[config.mk]
export PLATFORM = sky130hd
export DESIGN_NAME = hamming_fix_unit
export DESIGN_NICKNAME = d
export VERILOG_FILES = /design/src/rtl/hfix_pkg.sv /design/src/rtl/hfix_classify.sv /design/src/rtl/hfix_locate.sv /design/src/rtl/hamming_fix_unit.sv
export SDC_FILE = /design/constraint.sdc
export NUM_CORES = 1
export LEC_CHECK = 0
export ABC_AREA = 1
export BUFFER_PORTS_ARGS = -buffer_cell sky130_fd_sc_hd__buf_2
export CAP_MARGIN = 20
export CORE_MARGIN = 2
export CORE_UTILIZATION = 53
export CTS_BUF_LIST = sky130_fd_sc_hd__clkbuf_4 sky130_fd_sc_hd__clkbuf_8
export DETAILED_ROUTE_END_ITERATION = 16
export PLACE_DENSITY_LB_ADDON = 0.25
export SYNTH_ARGS = -nofsm -noshare
export SYNTH_HDL_FRONTEND = slang
export SYNTH_SLANG_ARGS = --single-unit
[constraint.sdc]
create_clock -name clk -period 2.4 [get_ports clk]
set_clock_uncertainty 0.2 [all_clocks]
set_input_delay 0.36 -clock clk [delete_from_list [all_inputs] [get_ports clk]]
set_output_delay 0.36 -clock clk [all_outputs]
set_load 0.02 [all_outputs]
[src/rtl/hfix_pkg.sv]
package hfix_pkg;
    localparam int BYTE_W     = 8;
    localparam int CODE_BYTES = 3;
    localparam int CODE_W     = BYTE_W * CODE_BYTES;
    localparam int PAIRS      = CODE_W / 2;
    localparam int ADDR_W     = 9;
    localparam int BITIX_W    = PAIRS - ADDR_W;

    typedef enum logic [1:0] {
        ST_CLEAN = 2'd0,
        ST_FIXED = 2'd1,
        ST_CODE  = 2'd2,
        ST_BAD   = 2'd3
    } hfix_status_e;

    typedef enum logic [1:0] {
        PH_IDLE,
        PH_READ,
        PH_WRITE,
        PH_FIN
    } hfix_phase_e;

    typedef struct packed {
        hfix_phase_e             phase;
        hfix_status_e            status;
        logic [ADDR_W-1:0]       addr;
        logic [BITIX_W-1:0]      bit_ix;
    } hfix_regs_t;
endpackage

[src/rtl/hfix_classify.sv]
module hfix_classify
    import hfix_pkg::*;
(
    input  logic [CODE_W-1:0] ecc_stored,
    input  logic [CODE_W-1:0] ecc_calc,
    input  logic              skip_erased,
    output hfix_status_e      verdict,
    output logic [PAIRS-1:0]  odd_bits
);
    logic [CODE_W-1:0] syn;
    logic [PAIRS-1:0]  pair_ok;
    logic              erased;
    logic              single;

    assign syn    = ecc_stored ^ ecc_calc;
    assign erased = &ecc_stored;
    assign single = (syn != '0) && ((syn & (syn - 1'b1)) == '0);

    // Each pair of syndrome bits must differ for a data-bit fault.
    for (genvar p = 0; p < PAIRS; p++) begin : g_pair
        assign pair_ok[p]  = syn[2*p+1] ^ syn[2*p];
        assign odd_bits[p] = syn[2*p+1];
    end

    always_comb begin
        if (skip_erased && erased)  verdict = ST_CLEAN;
        else if (syn == '0)         verdict = ST_CLEAN;
        else if (&pair_ok)          verdict = ST_FIXED;
        else if (single)            verdict = ST_CODE;
        else                        verdict = ST_BAD;
    end
endmodule

[src/rtl/hfix_locate.sv]
module hfix_locate
    import hfix_pkg::*;
(
    input  logic [PAIRS-1:0]   odd_bits,
    output logic [ADDR_W-1:0]  byte_ix,
    output logic [BITIX_W-1:0] bit_ix
);
    // Low odd bits give the byte address, the top ones the bit position.
    assign byte_ix = odd_bits[ADDR_W-1:0];
    assign bit_ix  = odd_bits[PAIRS-1:ADDR_W];
endmodule

[src/rtl/hamming_fix_unit.sv]
module hamming_fix_unit
    import hfix_pkg::*;
(
    input  logic        clk,
    input  logic        rst_n,
    input  logic        start,
    input  logic [23:0] ecc_stored,
    input  logic [23:0] ecc_calc,
    input  logic        skip_erased,
    output logic        busy,
    output logic        done,
    output logic [1:0]  status,
    output logic [8:0]  buf_addr,
    output logic        buf_rd_en,
    input  logic [7:0]  buf_rdata,
    output logic        buf_wr_en,
    output logic [7:0]  buf_wdata
);
    hfix_status_e        verdict;
    logic [PAIRS-1:0]    odd_bits;
    logic [ADDR_W-1:0]   byte_ix;
    logic [BITIX_W-1:0]  bit_ix;
    hfix_regs_t          r_d, r_q;

    hfix_classify u_cls (
        .ecc_stored  (ecc_stored),
        .ecc_calc    (ecc_calc),
        .skip_erased (skip_erased),
        .verdict     (verdict),
        .odd_bits    (odd_bits)
    );

    hfix_locate u_loc (
        .odd_bits (odd_bits),
        .byte_ix  (byte_ix),
        .bit_ix   (bit_ix)
    );

    always_comb begin
        r_d = r_q;
        unique case (r_q.phase)
            PH_IDLE: begin
                if (start) begin
                    r_d.status = verdict;
                    r_d.addr   = byte_ix;
                    r_d.bit_ix = bit_ix;
                    r_d.phase  = (verdict == ST_FIXED) ? PH_READ : PH_FIN;
                end
            end
            PH_READ:  r_d.phase = PH_WRITE;
            PH_WRITE: r_d.phase = PH_FIN;
            PH_FIN:   r_d.phase = PH_IDLE;
            default:  r_d.phase = PH_IDLE;
        endcase
    end

    always_ff @(posedge clk) begin
        if (!rst_n) begin
            r_q.phase  <= PH_IDLE;
            r_q.status <= ST_CLEAN;
            r_q.addr   <= '0;
            r_q.bit_ix <= '0;
        end else begin
            r_q <= r_d;
        end
    end

    assign busy      = (r_q.phase != PH_IDLE);
    assign done      = (r_q.phase == PH_FIN);
    assign buf_rd_en = (r_q.phase == PH_READ);
    assign buf_wr_en = (r_q.phase == PH_WRITE);
    assign buf_addr  = r_q.addr;
    assign buf_wdata = buf_rdata ^ (BYTE_W'(1) << r_q.bit_ix);
    assign status    = r_q.status;
endmodule

; Yosys cells after proc, flatten, opt, wreduce, memory -nomap -nowiden
; Index checks and enable logic that the tools add are counted.
[word_totals]
reg_bits = 16
input_bits = 60
output_inout_bits = 23
[op_classes]
n_addsub = 1
n_eq_ne = 5
shifts = 1
muxes = 7
n_bitwise = 15
reduce_logical = 10
[op_table]
columns = op, n
row1 = $logic_not A24 Y1, 2
row2 = $and A24 B24 Y24, 1
row3 = $reduce_and A24 Y1, 1
row4 = $reduce_bool A24 Y1, 1
row5 = $sub A24 B1 Y24 const B, 1
row6 = $xor A24 B24 Y24, 1
row7 = $mux W16, 1
row8 = $reduce_and A12 Y1, 1
row9 = $xor A1 B1 Y1, 12
row10 = $mux W2, 4
row11 = $pmux W2 S4, 1
row12 = $shl A1 B3 Y8 const A, 1
row13 = $xor A8 B8 Y8, 1
row14 = $eq A2 B1 Y1 const B, 2
row15 = $eq A2 B2 Y1 const B, 2
row16 = $logic_and A1 B1 Y1, 2
row17 = $logic_not A2 Y1, 1
row18 = $ne A2 B2 Y1 const B, 1
row19 = $reduce_and A2 Y1, 1
row20 = $reduce_bool A2 Y1, 1
row21 = $mux W1, 1

; Logic depth before layout (Yosys ltp)
; Gate-level depths: netlist (run 1).
[logic_depth]
depth_word = 13
mapped_depth = 19

; Modules after synthesis
; Synthesis (run 1) repeated with hierarchy kept, for this count alone.
[hier_totals]
cells_unflattened = 471
area_unflattened_um2 = 2678.8
[modules_own_cells]
columns = module, n_inst, cells_each, area_each_um2, seq_area_each_um2
row1 = hfix_classify, 1, 344, 1717.9, 0.0
row2 = hamming_fix_unit, 1, 115, 870.8, 320.3
row3 = hfix_locate, 1, 12, 90.1, 0.0

; Least setup slack after synthesis (run 1)
; Ideal clock, no wire load.
[synth_path]
path_kind = input port to flip-flop
start = in ecc_calc[19]
end = reg r_q[15] (netlist bit)
setup_time_ns = 0.066
arrival_time_ns = 1.822
slack_ns = 0.311
path_stages = 16
path_buffers = 0
path_cell_list = xor2_1 -> inv_1 -> ha_1 -> nand2_1 -> nor2_1 -> nand3_1 -> nand3_1 -> nor2_1 -> nand2_1 -> nor2_1 -> nand3_1 -> nor2_1 -> nand2_1 -> nand3_1 -> nand2_1 -> a21oi_2
[synth_between]
elab_chain_cells = 13
word_cells_on_any_way = 17
[synth_rtl]
columns = element, line_no
row1 = from (decl), hamming_fix_unit.sv:8  ; input logic [23:0] ecc_calc,
row2 = $xor A24 B24 Y24 (*), hfix_classify.sv:15  ; assign syn = ecc_stored ^ ecc_calc;
row3 = $sub A24 B1 Y24, hfix_classify.sv:17  ; assign single = (syn != '0) && ((syn & (syn - 1'b1)) == '0);
row4 = $and A24 B24 Y24, hfix_classify.sv:17
row5 = $logic_not A24 Y1, hfix_classify.sv:17
row6 = $logic_and A1 B1 Y1, hfix_classify.sv:17
row7 = $mux W1, hfix_classify.sv:29  ; else if (single) verdict = ST_CODE;
row8 = $mux W2, hfix_classify.sv:28  ; else if (&pair_ok) verdict = ST_FIXED;
row9 = $mux W2 (*), hfix_classify.sv:27  ; else if (syn == '0) verdict = ST_CLEAN;
row10 = $mux W2 (*), hfix_classify.sv:26  ; if (skip_erased && erased) verdict = ST_CLEAN;
row11 = $eq A2 B1 Y1 (*), hamming_fix_unit.sv:47  ; r_d.phase = (verdict == ST_FIXED) ? PH_READ : PH_FIN;
row12 = $mux W2 (*), hamming_fix_unit.sv:47
row13 = $mux W16 (*), hamming_fix_unit.sv:43  ; if (start) begin
row14 = $pmux W2 S4 (*), hamming_fix_unit.sv:41  ; unique case (r_q.phase)
row15 = to (signal assigned), hamming_fix_unit.sv:64  ; r_q <= r_d;
row16 = to (decl), hamming_fix_unit.sv:23  ; hfix_regs_t r_d, r_q;
; Every way passes the cells marked *; elsewhere a longest branch is shown, timed or not. The select of a mux whose other input is x is not followed.
; A chain may end at the register's enable or synchronous reset.

; Worst setup path in the final report (run 1)
[layout_path]
start = in ecc_stored[23]
end = reg r_q[15] (netlist bit)
[layout_between]
elab_chain_cells = 13
word_cells_on_any_way = 19
[layout_rtl]
columns = element, line_no
row1 = from (decl), hamming_fix_unit.sv:7  ; input logic [23:0] ecc_stored,
row2 = $xor A24 B24 Y24, hfix_classify.sv:15
row3 = $sub A24 B1 Y24, hfix_classify.sv:17
row4 = $and A24 B24 Y24, hfix_classify.sv:17
row5 = $logic_not A24 Y1, hfix_classify.sv:17
row6 = $logic_and A1 B1 Y1, hfix_classify.sv:17
row7 = $mux W1, hfix_classify.sv:29
row8 = $mux W2, hfix_classify.sv:28
row9 = $mux W2, hfix_classify.sv:27
row10 = $mux W2 (*), hfix_classify.sv:26
row11 = $eq A2 B1 Y1 (*), hamming_fix_unit.sv:47
row12 = $mux W2 (*), hamming_fix_unit.sv:47
row13 = $mux W16 (*), hamming_fix_unit.sv:43
row14 = $pmux W2 S4 (*), hamming_fix_unit.sv:41
; Marks and branches as above.

==> run metrics, run 1 <==
Async SR Flop Fraction 0; max-cap violations 0; first-pass GRT wire length 11100 um; # diodes 0; die height 72.5 um; P_leak 1.85 nW; Vias/cell 4.98; Tmin final 2.17 ns; clock sink count 16; Post-DP HPWL 5840 um; post-route cell area 3060 sq um; GP Congestion slightly below 1; Placed Area around 3000 sq um; most used flip-flop cell after synthesis dfxtp_1; final worst-path cycle share 0.906; worst vdd ir 0.320 mV; TritonRoute pass-1 iters 5; post-CTS setup buffer count 0; H-tree depth 1; P&R area growth vs syn 23.1%; CTS resizes 0; PD cells 404 nW/um^2; critical path class primary input to register; routed wire length about 6600 um; RR Startpoint r_q[15]; FF-to-FF setup slack 0.81 ns; final total power 1.24 mW; initial antenna violation count 0; core area 4440 sq um; largest net degree at the start of global routing 29; FF-to-FF End buf_addr[6]; relative slew slack 0.819; Die ar. 5250 sq um; chip width a little over 70 um; share of cells above drive strength 1 0.246; actual slew at the worst max-slew pin 0.269 ns; ANT nets after route 0; Worst Hold End r_q[14]; Syn. warnings 0; CTS tree yes; Syn Inst Count between 400 and 500; Clk Tree Root Cell clkbuf_8; DRT iter0 DRCs around 120; syn_nets ~540; via count ~3000; maximum clock frequency 0.460 GHz; Clk pin slew, worst setup/hold paths approximately 0.060 ns; port bufs 82; clk_lat worst skew 0.25 ns; final net count 630; Hold Vio Cnt, Final 0; CTS Buf Count 3; Hold Crit Depth 4; syn avg cell area around 5.4 sq um; synthesized flop and latch total 16; CP max FO 2; Initial Util 0.559; Wirelength per Cell 11.0 um; sequential share of the synthesized area 0.129; Ports 83; post-cts hold buffer count 0; drt drc 0; Total GRT Usage 0.260; final cell count without fillers 600; Slew Viols, Final 0; Final TNS setup 0 ns; type of the worst min-delay path primary input to register; DP Cell Count 596; status finished, final reports clean; vias in the first global route around 2700; WHS around 0.22 ns; Rows 24; startpoint types primary input; worst endpoint data arrival time between 2 and 2.5 ns; kind of end point of the critical path register; clk buf depth 2; grt total ovfl 0; number of synthesized flops with an enable pin 0; reg2reg path depth 7; Critical Path RT 2.39 ns; synthesized area 2490 sq um; Cell variety after synth 29; final setup fails 0; Hold Crit Start start
power by group:
part	leakage (nW)	switching (mW)	total, mW	internal [mW]
clock	0.0288	0.0928	0.238	0.146
sequential	0.133	0.0285	0.335	0.306
combinational	1.69	0.412	0.663	0.251
total	1.85	0.534	1.24	0.702
Yosys cell counts (all sizes together) (2+ instances only):
master	instances	area, sq um
inv	84	315
xor2	4	35.0
xnor2	8	70.1
nand3	33	178
nand3b	2	15.0
o21bai	2	15.0
buf	11	82.6
ha	21	263
a21boi	2	15.0
dfxtp	16	320
a21oi	19	98.9
nor2	48	218
o21ai	19	95.1
nand4	4	25.0
clkbuf	3	11.3
nor3	2	10.0
nand2	177	687
state kept, by name, summed over array words and instances (netlist names):
signal    flops
r_q           5
status        2
buf_addr      9
per-layer routing:
| layer | global-route usage | vias to the layer above | part of all wire |
|---|---|---|---|
| li1 | - | 1571 | - |
| met5 | 0 | - | 0 |
| met3 | 0.0319 | 20 | 0.062 |
| met1 | 0.309 | 1287 | 0.43 |
| met4 | 0.0782 | 0 | 0.027 |
| met2 | 0.486 | 108 | 0.49 |
critical path, stage by stage:
cell and delay (ns):
buf_2 0.11, xor2_1 0.21, inv_1 0.11, ha_1 0.30, nand2_1 0.07, nor2_1 0.05, nand3_1 0.13, nand3_1 0.09
nor2_1 0.09, nand2_1 0.06, nor2_1 0.10, nand3_1 0.09, nor2_1 0.09, nand2_1 0.08, nand3_1 0.07, nand2_1 0.06
a21oi_2 0.10
metrics by stage:
stage	setup slack, ns	utilization
2_1_floorplan	0.311	-
3_5_place_dp	-0.0779	0.672
4_1_cts	0.190	0.685
5_1_grt	-0.0148	0.689
3_3_place_gp	-0.0556	0.672
6_report	0.225	0.689
layout make-up:
| type | count | area [sq um] |
|---|---|---|
| multi-input combinational | 345 | 1770 |
| fill | 439 | 1380 |
| timing repair buffer | 98 | 531 |
| sequential | 16 | 320 |
| inverter | 85 | 319 |
| tap | 52 | 65.1 |
| clock buffer | 4 | 55.1 |
kinds of logic (layout without fill, tap and decap cells):
logic type / count (synthesis) / after routing / synth area share
xor gates and xnor gates: 12 / 12 / 0.0423
DFF: 16 / 16 / 0.129
AOI/OAI and AO/OA: 43 / 43 / 0.0926
adders and majority gates: 21 / 21 / 0.106
buffers and inverters: 99 / 187 / 0.166
and+or+nand+nor: 269 / 269 / 0.465
worst max-delay path by stage:
stage / start / end / slack (ns) / depth (start not counted)
finish: ecc_stored[23] / r_q[15] / 0.23 / 17
global route: ecc_stored[8] / r_q[15] / -0.01 / 19
CTS: ecc_stored[21] / r_q[15] / 0.19 / 17
detailed placement: ecc_stored[21] / r_q[15] / -0.08 / 17
global placement: ecc_stored[21] / r_q[15] / -0.06 / 17
floorplan: ecc_calc[19] / r_q[15] / 0.31 / 16
cells in the final DEF (no fill, tap or decap), types with 7 or more instances in the layout:
cell type | synthesis | final
nand3_1 | 32 | 32
dfxtp_1 | 16 | 16
nand2_1 | 170 | 169
inv_1 | 71 | 71
inv_2 | 13 | 13
buf_4 | 11 | 16
nor2_1 | 41 | 41
ha_1 | 21 | 21
o21ai_0 | 19 | 19
a21oi_1 | 18 | 18
nand2_2 | 6 | 7
xnor2_1 | 8 | 8
buf_2 | 0 | 82
Note: power is estimated with default switching activity, not from simulation.
==> inputs of run 2 (changes only) <==
ABC_AREA = default   (was 1)
CORE_UTILIZATION = 50   (was 53)
==> run 2 against run 1 <==
Combinational power is 14% higher. Die area is 14% lower. Sequential share of layout area is 0.12 points higher. Via count is 22% lower. Largest cell class unchanged. Largest power group unchanged.
==> run metrics, run 2 <==
M3 GR Usage 0.0333 (+0.00139); Crit. Startpoint ecc_calc[6]; top cells by count, synth nand2_1, ha_1, dfxtp_1, inv_1, nor2_1; vias in the first global route 2170 (-21%); final setup fails 0 (unchanged); Initial Util 0.509 (-0.0500); Syn Inst Count 251 (-45%); final total power 1.29 mW (+4.5%); reg2reg path depth 9 (+2); Post-Synth Simple-Gate Area 0.247 (-0.218); synthesized flop and latch total 16 (unchanged); critical path class primary input to register; final cell count without fillers 426 (-29%); final net count 459 (-27%); Vias/cell 5.47 (+9.9%); Switch Pwr 0.528 mW (-1.1%); syn avg cell area 8.00 sq um (+48%); CTS tree yes; FF-to-FF End status[0]; share of cells above drive strength 1 0.481 (+0.235); clock sink count 16 (unchanged); Die ar. 4540 sq um (-14%); first-pass GRT wire length 9430 um (-15%); RSZ-0062 raised after global routing no; core area 3940 sq um (-11%); Rows 23 (-4.2%); GR Util met2 0.532 (+0.0459); clk_lat worst skew 0.25 ns (about the same); type of the worst min-delay path primary input to register; max reg flops 9 (unchanged); drt drc 0 (unchanged); CTS Buf Count 3 (unchanged); actual slew at the worst max-slew pin 0.404 ns (+0.136 ns); Clk Tree Root Cell clkbuf_8; Ports 83 (unchanged); crit path to status[0]; post-route cell area 3030 sq um (-1.1%); relative slew slack 0.728 (-0.0911); dominant cells by area after synthesis dfxtp_1, ha_1, o211a_1, xnor2_1, nand2_1; kind of end point of the critical path register; Tmin final 2.35 ns (+0.177 ns); GP Congestion 0.956 (-0.95%); Total GRT Usage 0.281 (+0.0204); DRT iter0 DRCs 163 (+42%); Async SR Flop Fraction 0 (unchanged); worst endpoint data arrival time 2.29 ns (+0.13 ns); H-tree depth 1 (unchanged); grt total ovfl 0 (unchanged); Net Sw Frac 0.409 (-0.0232); worst vdd ir 0.251 mV (-22%); clk buf depth 2 (unchanged); synthesized area 2010 sq um (-19%); P&R area growth vs syn 50.7%; RR Startpoint r_q[15]; initial antenna violation count 0 (unchanged); post-synth top area cell dfxtp_1; DP Cell Count 423 (-29%); Hold Vio Cnt, Final 0 (unchanged); Synth Area in Adders 0.136 (+0.0301); Reg power frac 0.254 (-0.017); via count 2331 (-22%); chip width 67.4 um (-7.1%); P_leak 1.56 nW (-15%); max-cap violations 0 (unchanged); maximum clock frequency 0.425 GHz (-7.5%); status finished, final reports clean; sequential share of the synthesized area 0.160 (+0.0307); Cell variety after synth 48 (+66%); FF-to-FF setup slack 0.18 ns (-0.63 ns); syn_nets 332 (-39%); die height 67.4 um (-7.1%); Internal 0.764 mW (+8.7%); # diodes 0 (unchanged); CP max FO 4 (+2); GRT busiest layer met2; startpoint types primary input; Clk pin slew, worst setup/hold paths 0.07 ns (about the same); fillers 303 (-31%); Syn. warnings 0 (unchanged); TritonRoute pass-1 iters 5 (unchanged); Slew Viols, Final 0 (unchanged); Wirelength per Cell 14.3 um (+30%); top-count cell post-synth nand2_1; post-cts hold buffer count 0 (unchanged); Synth Area in Compound Gates 0.193 (+0.101); clock power share 0.158 (-0.035); Comb pwr share 0.588 (+0.052); post-synthesis mux area share 0 (unchanged); Post-DP HPWL 5360 um (-8.2%); number of synthesized flops with an enable pin 0 (unchanged); PD cells 427 nW/um^2 (+5.7%); GR Util met1 0.310 (+0.00185); most used flip-flop cell after synthesis dfxtp_1; Critical Path RT 2.34 ns (-0.05 ns); ANT nets after route 0 (unchanged); final worst-path cycle share 0.980 (+0.0738); port bufs 82 (unchanged); main combinational cell family by area after synthesis simple AND/OR/NAND/NOR gates; largest net degree at the start of global routing 25 (-14%); Hold Crit Start start; Placed Area 2960 sq um (-0.88%); routed wire length 6090 um (-7.8%); XOR/XNOR Fraction of Synth Area 0.175 (+0.133); leading cell type in the layout, fill and taps excluded buf_2; top cell type's share of synthesized area 0.160 (-0.0972); commonest non-fill, non-tap cells in the layout buf_2, buf_4, nand2_1
==> run 2: cell count changes in the layout (fill, tap and decap cells not counted), moves of 5 or more <==
cell | before | now
a21oi_1 | 18 | 6
o21ai_0 | 19 | 10
nand2_1 | 169 | 30
xnor2_2 | 0 | 7
inv_1 | 71 | 11
nand2_2 | 7 | 0
nand3_1 | 32 | 8
nor3_1 | 2 | 8
inv_2 | 13 | 8
o211a_1 | 0 | 13
buf_4 | 16 | 58
nor2_1 | 41 | 15
nand4_1 | 4 | 14
xor2_4 | 0 | 7
==> run 2: critical path, cell delays in order <==
cell and delay (ns):
buf_2 0.13, xor2_4 0.18, buf_4 0.16, nor4_4 0.30, nand4_2 0.23, a211oi_1 0.43, o22ai_1 0.16, o311a_1 0.34
==> run 2: per-stage QoR <==
| step | hold WS, ns | util | TNS (ns) | setup slack, ns |
|---|---|---|---|---|
| detailed placement | 0.281 | 0.751 | -0.193 | -0.193 |
| global placement | 0.275 | 0.751 | -0.157 | -0.157 |
| CTS | 0.255 | 0.762 | 0 | 0.0721 |
| finish | 0.250 | 0.767 | 0 | 0.0481 |
| global route | 0.274 | 0.767 | 0 | 0.000512 |
| floorplan | 0.273 | - | 0 | 0.0660 |
==> run 2: layout make-up <==
| class | instances | area [sq um] | share of cell area |
|---|---|---|---|
| well taps | 50 | 62.6 | 0.0207 |
| multi-input cells | 198 | 1680 | 0.557 |
| flip-flops and latches | 16 | 320 | 0.106 |
| clock buffers | 3 | 41.3 | 0.0136 |
| inverters | 19 | 71.3 | 0.0236 |
| repair buffers | 140 | 846 | 0.280 |
==> run 2: how the worst min path moves through the flow <==
stage / end / depth (start not counted)
2_1_floorplan: buf_addr[8] / 1
3_3_place_gp: buf_addr[8] / 1
3_5_place_dp: buf_addr[1] / 1
4_1_cts: r_q[14] / 3
5_1_grt: r_q[14] / 3
6_report: r_q[14] / 3
==> run 2: power groups by stage <==
stage                     combinational [mW]  clock, mW  sequential (mW)
final                                  0.759      0.205            0.328
after global routing                   0.826      0.214            0.333
after CTS                              0.749      0.206            0.328
after detailed placement               0.746          0            0.334
after global placement                 0.739          0            0.332
after floorplan                        0.448          0            0.319
==> run 2: metal layers <==
layer,vias to the layer above,routed length [um]
met4,0,233
met5,-,0
li1,1138,-
met3,20,330
met2,98,3190
met1,1075,2340
==> run 2: kinds of logic (layout without fill, tap and decap cells) <==
group | after synthesis | count (layout)
AND/OR/NAND/NOR | 93 | 93
AO/OA/AOI/OAI | 51 | 51
buffers and inverters | 37 | 162
XOR/XNOR | 32 | 32
adder cells (fa/ha/maj) | 22 | 22
flip-flops | 16 | 16
==> run 2: what timing repair did <==
item | CTS | global route
resized for setup | 0 | 6
endpoints found under the setup margin | 0 | 1
endpoints found under the hold margin | 0 | 0
buffers inserted | 0 | 0
